`config.mk`:
```
export PLATFORM = sky130hd
export DESIGN_NAME = fetch_decode
export DESIGN_NICKNAME = d
export VERILOG_FILES = /design/src/rtl/fetch_decode.sv
export SDC_FILE = /design/constraint.sdc
export NUM_CORES = 1
export LEC_CHECK = 0
export ABC_AREA = 1
export BUFFER_PORTS_ARGS = -buffer_cell sky130_fd_sc_hd__clkbuf_2
export CAP_MARGIN = 20
export CELL_PAD_IN_SITES_DETAIL_PLACEMENT = 2
export CELL_PAD_IN_SITES_GLOBAL_PLACEMENT = 2
export CORE_MARGIN = 2
export CORE_UTILIZATION = 21
export DETAILED_ROUTE_END_ITERATION = 12
export PLACE_DENSITY = 0.86
export SYNTH_ARGS = -nofsm -noshare
export SYNTH_HDL_FRONTEND = slang
export SYNTH_SLANG_ARGS = --single-unit
```
`constraint.sdc`:
```
create_clock -name clk -period 6.87 [get_ports clk]
set_input_delay 1.374 -clock clk [delete_from_list [all_inputs] [get_ports clk]]
set_output_delay 1.374 -clock clk [all_outputs]
set_load 0.02 [all_outputs]
```
`src/rtl/fetch_decode.sv`:
```
`timescale 1ns/1ps
module fetch_decode #(
  parameter logic [63:0] RESET_PC = 64'h0
) (
  input  logic        clk,
  input  logic        rst_n,
  input  logic [63:0] pc,
  input  logic [79:0] ibytes,
  input  logic        imem_err,
  output logic [3:0]  icode,
  output logic [3:0]  ifun,
  output logic [3:0]  ra,
  output logic [3:0]  rb,
  output logic [63:0] valc,
  output logic [63:0] valp,
  output logic [63:0] pred_pc,
  output logic [2:0]  stat,
  output logic [63:0] held_pc
);
  localparam logic [2:0] ST_OK = 3'd1, ST_HLT = 3'd2, ST_ADR = 3'd3, ST_INS = 3'd4;

  logic has_reg, has_const, legal;
  logic [3:0] len;

  assign icode = ibytes[7:4];
  assign ifun  = ibytes[3:0];

  always_comb begin
    has_reg   = 1'b0;
    has_const = 1'b0;
    legal     = 1'b0;
    case (icode)
      4'h0, 4'h1, 4'h9: legal = (ifun == 4'h0);
      4'h2: begin has_reg = 1'b1; legal = (ifun <= 4'h6); end
      4'h3, 4'h4, 4'h5: begin has_reg = 1'b1; has_const = 1'b1; legal = (ifun == 4'h0); end
      4'h6: begin has_reg = 1'b1; legal = (ifun <= 4'h3); end
      4'h7: begin has_const = 1'b1; legal = (ifun <= 4'h6); end
      4'h8: begin has_const = 1'b1; legal = (ifun == 4'h0); end
      4'hA, 4'hB: begin has_reg = 1'b1; legal = (ifun == 4'h0); end
      default: ;
    endcase
  end

  assign ra   = has_reg ? ibytes[15:12] : 4'hF;
  assign rb   = has_reg ? ibytes[11:8]  : 4'hF;
  assign valc = !has_const ? 64'd0 : (has_reg ? ibytes[79:16] : ibytes[71:8]);
  assign len  = 4'd1 + {3'd0, has_reg} + {has_const, 3'd0};
  assign valp = pc + {60'd0, len};
  assign pred_pc = (icode == 4'h7 || icode == 4'h8) ? valc : valp;

  assign stat = imem_err ? ST_ADR :
                !legal   ? ST_INS :
                (icode == 4'h0) ? ST_HLT : ST_OK;

  always_ff @(posedge clk) begin
    if (!rst_n) held_pc <= RESET_PC;
    else        held_pc <= pred_pc;
  end


  reg_absent_chk: assert property (@(posedge clk) disable iff (!rst_n)
    (valp == pc + 64'd1 || valp == pc + 64'd9) |-> (ra == 4'hF && rb == 4'hF));

  length_set_chk: assert property (@(posedge clk) disable iff (!rst_n)
    (valp - pc == 64'd1) || (valp - pc == 64'd2) || (valp - pc == 64'd9) || (valp - pc == 64'd10));

  halt_code_chk: assert property (@(posedge clk) disable iff (!rst_n)
    (stat == 3'd2) |-> (icode == 4'h0 && ifun == 4'h0 && !imem_err));

  adr_first_chk: assert property (@(posedge clk) disable iff (!rst_n)
    imem_err |-> (stat == 3'd3));

  branch_pred_chk: assert property (@(posedge clk) disable iff (!rst_n)
    (icode == 4'h7 || icode == 4'h8) |-> (pred_pc == valc && valp == pc + 64'd9));

  held_follow_chk: assert property (@(posedge clk) disable iff (!rst_n)
    1'b1 |=> (held_pc == $past(pred_pc)));
endmodule

```
==> results.yml <==
power_and_ir_drop:
  power_mw: 1.57
  internal_power_mw: 0.860
  total_leakage_power_nw: 5.22
  p_sw_mw: 0.710
  vdd_drop_max_uv: 89.3
  pwr-share-comb_pct: 44.8
  pwr-share-clk_pct: 29.1
  seq_power_share_pct: 26.1
  p_per_area_nw_per_um2: 171
  swShare_pct: 45.2
grt:
  grt_pass1_wl_mm: 68.4
  antenna_found_initial: 3
  grt_pass1_vias: 10291
  track_usage_pct: 28.1
  grt.overflow.total: 0
  grt_max_degree: 73
die:
  pin_count: 422
  die_width_um: 180
  core_sq_um: 30500
  die_h_um: 180
  rows: 64
  die_area_sq_um: 32300
  start_util_pct: 21.3
clock_tree:
  clock_sinks: 64
  cts_root_buffer: "clkbuf_16"
  hold_buffers: 0
  htreeDepth: 3
  cts_resized: 0
  postCtsSetupBuffers: 0
  cts_buffer_depth: 2
  clk_pin_slew_ps: 70
  numCtsBuffers: 9
  cts_tree: "yes"
cells_and_area:
  area_growth_pct: 41.4
  fin_area_sq_um: 9170
  largest-register: "held_pc"
  drive_above_1_share_pct: 32.8
  largest_reg_flops: 64
  final_nets: 1735
  reg_top3: "held_pc (64)"
sta:
  setup_viol: 0
  fmax_mhz: 177
  worst_slew_pin_slew_ps: 872
  finalHoldViolCount: 0
  hold_slack_ps: 1450
  slew_viol_final: 0
  fin_tns_setup_ps: 0
  rsz0062_at_grt: "false"
  period_minus_slack_ps: 5640
  relSlewSlack_pct: 41.8
  fin_crit_sh_pct: 82.1
critical_path:
  path_delay_family: "simple AND/OR/NAND/NOR gates"
  critical_path_arrival_ps: 4270
  critical_path_class: "in -> out"
  required_ps: 5500
  critPathSlowestCell: "ha_1"
  cp-start-kind: "primary input"
  path_cells: "clkbuf_2, inv_1, nor2_1, nand2_1, inv_2, nor2_4, nand2_2, ha_1, nand2_1, nor2_1, nand3_1, nand2_1, inv_1, nor2_1, nand2_1, nand3_1, o21ai_0, inv_1, clkbuf_2"
  cpMostUsedCell: "nand2_1"
  end_kind: "output port"
  cp_num_buf_inv: 6
  cp_max_fo: 8
  max_stage_delay_ps: 350
worst_hold_path:
  hp-start: "pc[61]"
  holdPathStages: 5
  hold_end: "held_pc[61]$_SDFF_PN0_"
  hp-class: "in -> reg"
logic_synthesis:
  synth_area_sq_um: 6490
  synth-seq-cells: 64
  ys.flop_type: "dfxtp_1"
  synth_edf_count: 0
  syn_area_per_cell_sq_um: 5.44
  yosys_warnings: 0
  syn_nets: 1342
  synth_cell_types: 38
  ys_async_sr_fraction_pct: 0
  syn_inst: 1193
  seq_area_frac_synth_pct: 19.7
routing:
  firstDrtPassIters: 5
  antenna_left: 0
  routed_via_density: 4.90
  detail_route.wirelength_mm: 46.7
  vias: 9739
  drt-wirelength-per-cell_um: 23.5
  drcViolationCount: 0
  drtIter0Drc: 652
job:
  cap_violations: 0
run_status:
  outcome: "completed"
placed_design:
  place_congestion: 0.967
  dpl_cell_area_sq_um: 8890
  post-dp-hpwl_mm: 40.2
  portBuffers: 421
==> cells in the mapped netlist (10+ instances only) <==
cell type | n | area share, %
or2_1 | 13 | 1.3
a21oi_1 | 37 | 2.9
clkbuf_1 | 16 | 0.93
nand3b_1 | 14 | 1.6
or2_2 | 36 | 3.5
nand4_1 | 34 | 3.3
buf_4 | 15 | 1.7
nor2_1 | 204 | 12
a21oi_2 | 15 | 2.0
nor3_1 | 27 | 2.1
nand3_1 | 82 | 6.3
xnor2_1 | 11 | 1.5
dfxtp_1 | 64 | 20
o21ai_0 | 20 | 1.5
o21ai_1 | 22 | 1.7
nand2_1 | 344 | 20
buf_2 | 10 | 0.77
inv_1 | 169 | 9.8
==> per-layer routing <==
metal	global-route usage, %	share of wire [%]
met4	6.67	2.0
met1	37.6	45
met2	47.5	48
met5	0	0
met3	3.85	5.3
==> worst min-delay path, stage by stage <==
cell and delay [ps]:
clkbuf_2 100, nand2_1 80, nand3_1 80, nand2_1 80, nor2_1 50
==> how the worst max path moves through the flow <==
stage | start | endpoint | slack [ps] | depth (start not counted)
after floorplan | ibytes[4] | pred_pc[42] | 1980 | 16
after global placement | ibytes[7] | pred_pc[28] | 1410 | 18
after detailed placement | ibytes[7] | pred_pc[19] | 1280 | 18
after CTS | ibytes[7] | pred_pc[19] | 1280 | 18
after global routing | ibytes[7] | pred_pc[19] | 970 | 18
final | ibytes[7] | pred_pc[23] | 1230 | 19
==> power groups by stage <==
| stage | registers [mW] | logic (mW) | clock network, mW |
|---|---|---|---|
| after floorplan | 0.453 | 0.351 | 0 |
| final | 0.410 | 0.703 | 0.456 |
| after detailed placement | 0.418 | 0.700 | 0 |
| after global placement | 0.416 | 0.686 | 0 |
| after global routing | 0.412 | 0.750 | 0.478 |
| after CTS | 0.410 | 0.704 | 0.465 |
==> per-stage QoR <==
stage	instances	setup slack [ps]	util, %
floorplan	1193	1980	-
global placement	1971	1410	29.1
detailed placement	1971	1280	29.1
CTS	1987	1280	30.1
global route	1988	968	30.1
finish	1988	1230	30.1
==> layout by cell type, fill, tap and decap left out, types with 5 or more instances in the layout <==
cell type	count
nand2_2	8
o21ai_0	20
or2_2	36
clkbuf_2	421
inv_1	169
nand2_1	344
nor3_1	27
a21oi_2	15
or2_1	13
dfxtp_1	64
buf_4	8
a211o_1	7
nand4_1	34
nor3_2	5
a21oi_1	37
o21ai_1	22
nand3b_1	14
clkbuf_16	9
nand3_1	82
xnor2_1	11
xor2_1	7
nor2_1	204
==> logic make-up (layout without fill, tap and decap cells) <==
family | after synthesis | count (layout) | synth area share (%)
xor+xnor | 19 | 19 | 2.68
buf+inv | 222 | 620 | 14.5
simple gates | 771 | 771 | 51.8
flops | 64 | 64 | 19.7
fa+ha+maj | 2 | 2 | 0.386
compound gates | 115 | 115 | 10.9
other cells | 0 | 1 | 0
==> layout make-up <==
class / count / area, sq um
tap: 396 / 495
fill: 4040 / 21300
sequential: 64 / 1280
timing repair buffer: 430 / 2190
multi-input combinational: 907 / 4270
inverter: 174 / 653
antenna: 1 / 2.50
clock inverter: 4 / 28.8
clock buffer: 12 / 256
No activity file was read; power rests on OpenSTA's default activity.
